### config.mk
export PLATFORM = sky130hd
export DESIGN_NAME = trc_nib_ser
export DESIGN_NICKNAME = d
export VERILOG_FILES = /design/src/rtl/trc_pkg.sv /design/src/rtl/trc_filter.sv /design/src/rtl/trc_fifo.sv /design/src/rtl/trc_shift.sv /design/src/rtl/trc_nib_ser.sv
export SDC_FILE = /design/constraint.sdc
export NUM_CORES = 1
export LEC_CHECK = 0
export BUFFER_PORTS_ARGS = -buffer_cell sky130_fd_sc_hd__buf_2
export CORE_MARGIN = 10
export CORE_UTILIZATION = 43
export DETAILED_ROUTE_END_ITERATION = 16
export PLACE_DENSITY = 0.63
export REMOVE_ABC_BUFFERS = 1
export SLEW_MARGIN = 5
export SYNTH_ARGS = -nofsm -noshare
export SYNTH_HDL_FRONTEND = slang
export SYNTH_HIERARCHICAL = 1
export SYNTH_SLANG_ARGS = --single-unit
### constraint.sdc
create_clock -name clk -period 9.4 [get_ports clk]
set_input_delay 0.94 -clock clk [delete_from_list [all_inputs] [get_ports clk]]
set_output_delay 0.94 -clock clk [all_outputs]
set_load 0.02 [all_outputs]
### src/rtl/trc_pkg.sv
package trc_pkg;
    localparam int unsigned DATA_W = 32;
    localparam int unsigned NIB_W  = 4;

    // one queued trace item: byte count minus one and the payload
    typedef struct packed {
        logic [1:0]        nb_m1;
        logic [DATA_W-1:0] val;
    } trc_item_t;

    localparam int unsigned ITEM_W = $bits(trc_item_t);
    localparam logic [1:0]  MARK_HI = 2'b10;
endpackage

### src/rtl/trc_filter.sv
module trc_filter
    import trc_pkg::*;
(
    input  logic [1:0]        data_mode,
    input  logic [1:0]        branch_mode,
    input  logic              bus_stb,
    input  logic              bus_wr,
    input  logic [1:0]        bus_size,
    input  logic [DATA_W-1:0] bus_data,
    input  logic              br_stb,
    input  logic [DATA_W-1:0] br_addr,
    output logic              br_ok,
    output trc_item_t         br_item,
    output logic              op_ok,
    output trc_item_t         op_item
);
    always_comb begin
        // operand: bit 0 of the mode enables writes, bit 1 enables reads
        op_ok = bus_stb && (bus_wr ? data_mode[0] : data_mode[1]);
        case (bus_size)
            2'b00: begin
                op_item.nb_m1 = 2'd0;
                op_item.val   = {24'b0, bus_data[7:0]};
            end
            2'b01: begin
                op_item.nb_m1 = 2'd1;
                op_item.val   = {16'b0, bus_data[15:0]};
            end
            default: begin
                op_item.nb_m1 = 2'd3;
                op_item.val   = bus_data;
            end
        endcase

        br_ok = br_stb && (branch_mode != 2'b00);
        if (branch_mode[1]) begin
            br_item.nb_m1 = 2'd2;
            br_item.val   = {8'b0, br_addr[23:0]};
        end else begin
            br_item.nb_m1 = 2'd1;
            br_item.val   = {16'b0, br_addr[15:0]};
        end
    end
endmodule

### src/rtl/trc_fifo.sv
// Two-write, one-read queue; DEPTH must be a power of two.
module trc_fifo #(
    parameter int DEPTH = 8,
    parameter int W     = 34
) (
    input  logic         clk,
    input  logic         rst,
    input  logic         push0,
    input  logic [W-1:0] din0,
    input  logic         push1,
    input  logic [W-1:0] din1,
    input  logic         pop,
    output logic [W-1:0] dout,
    output logic         empty,
    output logic         drop
);
    localparam int          AW     = $clog2(DEPTH);
    localparam logic [AW:0] FULL_C = (AW+1)'(DEPTH);

    typedef struct packed {
        logic [DEPTH-1:0][W-1:0] mem;
        logic [AW-1:0]           wp;
        logic [AW-1:0]           rp;
        logic [AW:0]             cnt;
    } fifo_st_t;

    fifo_st_t    st_q, st_d;
    logic [AW:0] space;
    logic        acc0, acc1;

    always_comb begin
        st_d  = st_q;
        space = FULL_C - st_q.cnt;
        // slot 0 (the branch) claims space before slot 1
        acc0  = push0 && (space != '0);
        acc1  = push1 && (space > {{AW{1'b0}}, acc0});
        if (acc0) st_d.mem[st_q.wp] = din0;
        if (acc1) st_d.mem[st_q.wp + AW'(acc0)] = din1;
        st_d.wp  = st_q.wp + AW'(acc0) + AW'(acc1);
        if (pop) st_d.rp = st_q.rp + AW'(1);
        st_d.cnt = st_q.cnt + (AW+1)'(acc0) + (AW+1)'(acc1) - (AW+1)'(pop);
        drop  = (push0 && !acc0) || (push1 && !acc1);
    end

    always_ff @(posedge clk) begin
        if (rst) st_q <= '0;
        else     st_q <= st_d;
    end

    assign dout  = st_q.mem[st_q.rp];
    assign empty = (st_q.cnt == '0);

    AST_CNT_BOUND: assert property (@(posedge clk) disable iff (rst)
        st_q.cnt <= FULL_C);
    AST_POP_NONEMPTY: assert property (@(posedge clk) disable iff (rst)
        pop |-> !empty);
    AST_DROP_ONLY_SHORT: assert property (@(posedge clk) disable iff (rst)
        drop |-> (space < (AW+1)'(2)));
endmodule

### src/rtl/trc_shift.sv
module trc_shift
    import trc_pkg::*;
(
    input  logic             clk,
    input  logic             rst,
    input  trc_item_t        head,
    input  logic             empty,
    output logic             pop,
    output logic [NIB_W-1:0] trc_nib,
    output logic             trc_vld
);
    typedef struct packed {
        logic [DATA_W-1:0] sh;
        logic [3:0]        left;
        logic [NIB_W-1:0]  nib;
        logic              vld;
    } sh_st_t;

    sh_st_t st_q, st_d;

    always_comb begin
        st_d = st_q;
        pop  = 1'b0;
        if (st_q.left != 4'd0) begin
            st_d.nib  = st_q.sh[NIB_W-1:0];
            st_d.sh   = {{NIB_W{1'b0}}, st_q.sh[DATA_W-1:NIB_W]};
            st_d.left = st_q.left - 4'd1;
            st_d.vld  = 1'b1;
        end else if (!empty) begin
            pop       = 1'b1;
            st_d.nib  = {MARK_HI, head.nb_m1};
            st_d.sh   = head.val;
            st_d.left = {1'b0, head.nb_m1, 1'b0} + 4'd2;
            st_d.vld  = 1'b1;
        end else begin
            st_d.nib  = '0;
            st_d.sh   = '0;
            st_d.vld  = 1'b0;
        end
    end

    always_ff @(posedge clk) begin
        if (rst) st_q <= '0;
        else     st_q <= st_d;
    end

    assign trc_nib = st_q.nib;
    assign trc_vld = st_q.vld;

    AST_IDLE_ZERO: assert property (@(posedge clk) disable iff (rst)
        !trc_vld |-> (trc_nib == '0));
    AST_MARKER_FIRST: assert property (@(posedge clk) disable iff (rst)
        $rose(trc_vld) |-> (trc_nib[3:2] == MARK_HI));
    AST_NO_GAP: assert property (@(posedge clk) disable iff (rst)
        (st_q.left != 4'd0) |=> trc_vld);
endmodule

### src/rtl/trc_nib_ser.sv
module trc_nib_ser
    import trc_pkg::*;
#(
    parameter int FIFO_DEPTH = 8
) (
    input  logic        clk,
    input  logic        rst,
    input  logic [1:0]  data_mode,
    input  logic [1:0]  branch_mode,
    input  logic        bus_stb,
    input  logic        bus_wr,
    input  logic [1:0]  bus_size,
    input  logic [31:0] bus_data,
    input  logic        br_stb,
    input  logic [31:0] br_addr,
    input  logic        ovf_clr,
    output logic [3:0]  trc_nib,
    output logic        trc_vld,
    output logic        ovf_flag
);
    trc_item_t br_item, op_item, head;
    logic      br_ok, op_ok, fifo_empty, fifo_drop, fifo_pop;
    logic      ovf_q, ovf_d;

    trc_filter u_filt (
        .data_mode   (data_mode),
        .branch_mode (branch_mode),
        .bus_stb     (bus_stb),
        .bus_wr      (bus_wr),
        .bus_size    (bus_size),
        .bus_data    (bus_data),
        .br_stb      (br_stb),
        .br_addr     (br_addr),
        .br_ok       (br_ok),
        .br_item     (br_item),
        .op_ok       (op_ok),
        .op_item     (op_item)
    );

    // branch on slot 0 so it is queued ahead of a same-cycle operand
    trc_fifo #(.DEPTH(FIFO_DEPTH), .W(ITEM_W)) u_fifo (
        .clk   (clk),
        .rst   (rst),
        .push0 (br_ok),
        .din0  (br_item),
        .push1 (op_ok),
        .din1  (op_item),
        .pop   (fifo_pop),
        .dout  (head),
        .empty (fifo_empty),
        .drop  (fifo_drop)
    );

    trc_shift u_shift (
        .clk     (clk),
        .rst     (rst),
        .head    (head),
        .empty   (fifo_empty),
        .pop     (fifo_pop),
        .trc_nib (trc_nib),
        .trc_vld (trc_vld)
    );

    always_comb begin
        ovf_d = fifo_drop || (ovf_q && !ovf_clr);
    end

    always_ff @(posedge clk) begin
        if (rst) ovf_q <= 1'b0;
        else     ovf_q <= ovf_d;
    end

    assign ovf_flag = ovf_q;

    AST_OVF_ON_DROP: assert property (@(posedge clk) disable iff (rst)
        fifo_drop |=> ovf_flag);
    AST_OVF_STICKY: assert property (@(posedge clk) disable iff (rst)
        (ovf_flag && !ovf_clr) |=> ovf_flag);
    AST_RESET_QUIET: assert property (@(posedge clk)
        rst |=> (!trc_vld && trc_nib == 4'd0 && !ovf_flag));
endmodule

Word level (Yosys, flattened, before mapping) --
Cells that the tools add are included.
Word-level totals: register bits 324, output and inout port bits 6, logic and storage cells 73, bits of input ports 76
Operators by class: reduce and logical (&&, ||, !) cells 20, mux-type cells 19, add/subtract/negate cells 9, eq/ne operators 2, $lt $le $gt $ge 6
Operators with widths (count):
- bitwise mux 272 bit | 2
- two-way mux 272 bit | 2
- demux 34 bit (select 3 bit) | 2
- two-way mux 34 bit | 4
- binary-select mux 34 bit (select 3 bit) | 1
- one-hot mux 34 bit (2 select lines) | 1
- two-way mux 37 bit | 1
- two-way mux 28 bit | 1
- less-than comparator 3 x 4 -> 1 bit (second input constant) | 3
- logical AND 1 bit | 9
- adder 4 x 1 -> 4 bit | 2
- nonzero test 4 bit | 2
- adder 3 x 1 -> 3 bit | 2
- >= comparator 3 x 1 -> 1 bit (second input constant) | 2
- two-way mux 5 bit | 1
- adder 3 x 2 -> 4 bit (second input constant) | 1
- > comparator 4 x 1 -> 1 bit | 1
- logical NOT 4 bit | 1
- two-way mux 4 bit | 1
- subtractor 4 x 1 -> 4 bit | 1
- subtractor 4 x 1 -> 4 bit (second input constant) | 1
- subtractor 4 bit (first input constant) | 1
- adder 3 x 1 -> 3 bit (second input constant) | 1
- logical NOT 1 bit | 3
- other kinds (7) | 10

Depth between registers and ports, before layout --
depth in word-level cells 10, mapped depth 18, depth with buffers taken out 13

Hierarchy --
Netlist, hierarchy kept.
Modules (own cells, without submodules):
- trc_fifo | cells an instance 1910, sequential area each 5645.4 µm², area an instance 18154.9 µm², times used 1
- trc_shift | cells an instance 116, sequential area each 820.8 µm², area an instance 1380.1 µm², times used 1
- trc_filter | cells an instance 74, sequential area each 0.0 µm², area an instance 544.3 µm², times used 1
- trc_nib_ser | cells an instance 4, sequential area each 20.0 µm², area an instance 38.8 µm², times used 1

Worst setup path before layout --
OpenSTA, ideal clock, no wires.
path type flip-flop to flip-flop, start register u_fifo/st_q[0] (netlist bit), end register u_fifo/st_q[217] (netlist bit), data required time 9271 ps, library setup time 129 ps, setup slack 6164 ps, period minus slack after synthesis 3236 ps, data arrival time 3108 ps, stages on the path, launching flop included 19, path buffers 6, path through dfxtp_1 -> inv_1 -> ha_1 -> xor2_1 -> and2_1 -> buf_6 -> buf_6 -> buf_4 -> buf_4 -> nand2_1 -> and2_1 -> ha_1 -> xor2_1 -> nand3_1 -> a31oi_1 -> nand3_1 -> buf_4 -> buf_4 -> mux2i_1
Between the ends: longest elaborated chain between the ends 10, elaborated cells between the ends (all ways) 14, classes of those cells add/sub: 2; order compare: 3; mux: 5; reduce/logical: 4
RTL lines:
- start: declaration | line trc_fifo.sv:27 | fifo_st_t st_q, st_d;
- start signal: assignment | line trc_fifo.sv:47 | else st_q <= st_d;
- subtractor 4 bit * | line trc_fifo.sv:33 | space = FULL_C - st_q.cnt;
- nonzero test 4 bit | line trc_fifo.sv:35 | acc0 = push0 && (space != '0);
- logical AND 1 bit | line trc_fifo.sv:35
- adder 3 x 1 -> 3 bit | line trc_fifo.sv:38 | if (acc1) st_d.mem[st_q.wp + AW'(acc0)] = din1;
- less-than comparator 3 x 4 -> 1 bit (implied by the code) or >= comparator 3 x 1 -> 1 bit (tied branches) | line trc_fifo.sv:38
- logical AND 1 bit (implied by the code) | line trc_fifo.sv:38
- two-way mux 34 bit (implied by the code) | line trc_fifo.sv:38
- demux 34 bit (select 3 bit)
- bitwise mux 272 bit | line trc_fifo.sv:38
- two-way mux 272 bit * | line trc_fifo.sv:38
Every way passes the cells marked *; elsewhere a longest branch is shown, timed or not. A chain may end at the register's enable or synchronous reset.

Final worst setup path --
start register u_fifo/st_q[0] (netlist bit), end register u_fifo/st_q[153] (netlist bit)
The elaborated chain is that of the path after synthesis.

==> results.sh <==
export IMPL_status="finished, final reports clean"
export IMPL_p_leak_nw=8.08
export IMPL_critPathSlowestCell="and2_4"
export IMPL_worstPathArrival_ps=4940
export IMPL_drt_total_wl_um=63400
export IMPL_fin_setup_tns_ps=0
export IMPL_whs_path_depth=1
export IMPL_vdd_ir_drop_max_mv=0.608
export IMPL_final_common_cell="dfxtp_1"
export IMPL_initial_core_util_pct=43.4
export IMPL_grt_pass1_wl_um=96500
export IMPL_skew_ps=10.9
export IMPL_clock_sinks=324
export IMPL_antenna_found_initial=0
export IMPL_insertion_delay_ps=540
export IMPL_post_cts_buffers=0
export IMPL_hpwl_um=31600
export IMPL_numPortBuffers=73
export IMPL_tritoncts="built"
export IMPL_cts_resized=0
export IMPL_num_rows=79
export IMPL_clkTransAtPathRegs_ps=60
export IMPL_grt_pass1_vias=16000
export IMPL_grt_overflow=0
export IMPL_numCtsBuffers=38
export IMPL_syn_avg_cell_area_um2=9.56
export IMPL_period_minus_slack_ps=4550
export IMPL_synth_edf_count=0
export IMPL_io_pins=82
export IMPL_reg2reg_to="u_fifo/st_q[153]$_SDFF_PP0_"
export IMPL_multi_input_area_um2=10800
export IMPL_grt_usage_pct=21.5
export IMPL_die_area_um2=55800
export IMPL_grt_max_degree=219
export IMPL_rsz0062_at_grt="false"
export IMPL_drive_above_1_share_pct=14.5
export IMPL_path_cells="inv_1 > ha_1 > xor2_1 > and2_4 > nand2_1 > and2_1 > ha_1 > xor2_1 > nand2_1 > a31oi_1 > nand3_2 > buf_4 > mux2i_1"
export IMPL_synthArstFlopShare_pct=0
export IMPL_holdCritStartpoint="u_shift/st_q[11]$_SDFF_PP0_"
export IMPL_worstSetupPathType="reg -> reg"
export IMPL_maxCapViolations=0
export IMPL_startpoint_type="flop"
export IMPL_synth_area_um2=20100
export IMPL_drt_iter0_markers=1630
export IMPL_area_growth_syn_to_layout_pct=3.84
export IMPL_fp_dieH_um=236
export IMPL_nNetsFinal=2018
export IMPL_pre_cts_ws_ps=4870
export IMPL_ys_flop_type="dfxtp_1"
export IMPL_routedWlPerCell_um=24.8
export IMPL_htreeDepth=2
export IMPL_power_per_cell_area_nw_per_um2=263
export IMPL_synth_cell_types=50
export IMPL_vias=16000
export IMPL_viasPerCell=6.27
export IMPL_drtPass1Iterations=7
export IMPL_cp_top_family="simple AND/OR/NAND/NOR gates"
export IMPL_max_clock_path_buffers=3
export IMPL_timing_rr_start="u_fifo/st_q[0]$_SDFF_PP0_"
export IMPL_whs_endpoint="u_shift/trc_nib[2]$_SDFF_PP0_"
export IMPL_seqCellArea_um2=6490
export IMPL_path_max_fanout=60
export IMPL_hold_buffers=0
export IMPL_hold_class="reg -> reg"
export IMPL_hold_violations=0
export IMPL_netlist_instances=2104
export IMPL_clock_fmax_ghz=0.220
export IMPL_ys_ff_latch=324
export IMPL_ant_nets=0
export IMPL_globalplace_congestion=0.773
export IMPL_synth_seq_area_share_pct=32.2
export IMPL_period_share_pct=48.4
export IMPL_cts_root_buf="clkbuf_16"
export IMPL_rr_worst_depth=13
export IMPL_tightest_slew_ps=1290
export IMPL_dieWidth_um=236
export IMPL_setup_viol=0
export IMPL_slew_viol_final=0
export IMPL_post_route_drc_count=0
export IMPL_core_um2=46400
export IMPL_regToRegSetupSlack_ps=4850
export IMPL_n_fill_cell=4423
export IMPL_setup_slack_ps=4850
export IMPL_crit_required_ps=9790
export IMPL_cp_end_kind="flop"
export IMPL_cpPeakStageDelay_ps=670
export IMPL_layout_common_cells="dfxtp_1 (321), inv_1 (279), mux2i_1 (275), a211oi_1 (268), a211o_1 (266)"
export IMPL_ys_warn_count=6
export IMPL_crit_buf_inv=2
export IMPL_relSlewSlack_pct=13.9
## report_power, final
group | leakage (nW) | internal [W] | switching (W) | total, W
Clock | 0.569 | 0.000824 | 0.000590 | 0.00141
Combinational | 4.88 | 0.000723 | 0.00164 | 0.00236
Sequential | 2.63 | 0.00160 | 0.000130 | 0.00173
Total | 8.08 | 0.00315 | 0.00236 | 0.00550
## layer usage
layer,up-vias,part of all wire [%],global-route usage (%)
li1,7190,-,-
met3,116,6.6,2.66
met2,665,47,35.4
met4,0,2.5,6.89
met5,-,0,0
met1,8071,44,28.5
## cells by family (layout without fill, tap and decap cells)
family          count (synthesis)  in the layout  share of synthesized area [%]
flops                         324            324                           32.2
buf+inv                       605            445                           14.6
simple gates                  169            169                           4.93
mux                           350            350                           21.7
compound gates                631            631                           25.0
xor+xnor                       10             10                          0.529
fa+ha+maj                      14             14                          0.945
other cells                     1              9                         0.0186
## stage by stage
stage	utilization (%)	hold slack, ps	total power, W	cells	area (um2)
final	45.1	423	0.00550	2559	20900
after global routing	45.1	456	0.00575	2558	20900
after floorplan	-	406	0.00329	1785	18300
after detailed placement	42.6	410	0.00405	2495	19700
after global placement	42.6	413	0.00401	2495	19700
after CTS	45.1	423	0.00547	2558	20900
## how the worst max path moves through the flow
stage / cells after the start / start / end / slack (ps)
after floorplan: 12 / u_fifo/st_q[0]$_SDFF_PP0_ / u_fifo/st_q[214]$_SDFF_PP0_ / 580
after global placement: 13 / u_fifo/st_q[0]$_SDFF_PP0_ / u_fifo/st_q[158]$_SDFF_PP0_ / 4950
after detailed placement: 13 / u_fifo/st_q[0]$_SDFF_PP0_ / u_fifo/st_q[153]$_SDFF_PP0_ / 4870
after CTS: 13 / u_fifo/st_q[0]$_SDFF_PP0_ / u_fifo/st_q[153]$_SDFF_PP0_ / 4860
after global routing: 13 / u_fifo/st_q[0]$_SDFF_PP0_ / u_fifo/st_q[153]$_SDFF_PP0_ / 4510
final: 13 / u_fifo/st_q[0]$_SDFF_PP0_ / u_fifo/st_q[153]$_SDFF_PP0_ / 4850
## cell usage after synthesis, types with 2 or more instances
cell / n / area share, %
fa_1: 2 / 0.20
mux4_2: 68 / 7.6
nor3_4: 2 / 0.16
a22o_1: 30 / 1.3
nand3_1: 8 / 0.20
xor2_1: 3 / 0.13
buf_4: 65 / 2.4
a211o_1: 266 / 12
nor2b_2: 8 / 0.35
buf_6: 39 / 2.2
ha_1: 12 / 0.75
buf_12: 3 / 0.30
buf_1: 59 / 1.1
and2_1: 22 / 0.68
dfxtp_1: 324 / 32
o31ai_1: 6 / 0.22
a21o_1: 10 / 0.37
mux2_2: 7 / 0.39
buf_2: 66 / 1.6
nand2b_1: 37 / 1.2
o21ai_2: 3 / 0.13
nor2b_1: 12 / 0.37
a21oi_1: 8 / 0.20
nand2_1: 42 / 0.78
inv_1: 279 / 5.2
o21ai_0: 29 / 0.72
or4_1: 6 / 0.22
nor2_1: 13 / 0.24
mux2i_1: 275 / 14
a211oi_1: 268 / 10
a31oi_1: 4 / 0.12
and2_2: 12 / 0.45
clkbuf_1: 94 / 1.8
xnor2_1: 6 / 0.26
## registers in the layout, summed over array words and instances, names as in the netlist
signal	count
u_fifo/st_q	282
u_shift/st_q	36
u_shift/trc_nib	4
ovf_flag	1
u_shift/trc_vld	1
## final cells by class
cell class | count | area share, %
clock buffers | 58 | 5.41
diodes | 1 | 0.0120
repair buffers | 103 | 3.05
flip-flops and latches | 324 | 31.1
well taps | 607 | 3.64
inverters | 279 | 5.01
clock inverters | 5 | 0.138
multi-input cells | 1182 | 51.6
No activity file was read; power rests on OpenSTA's default activity.
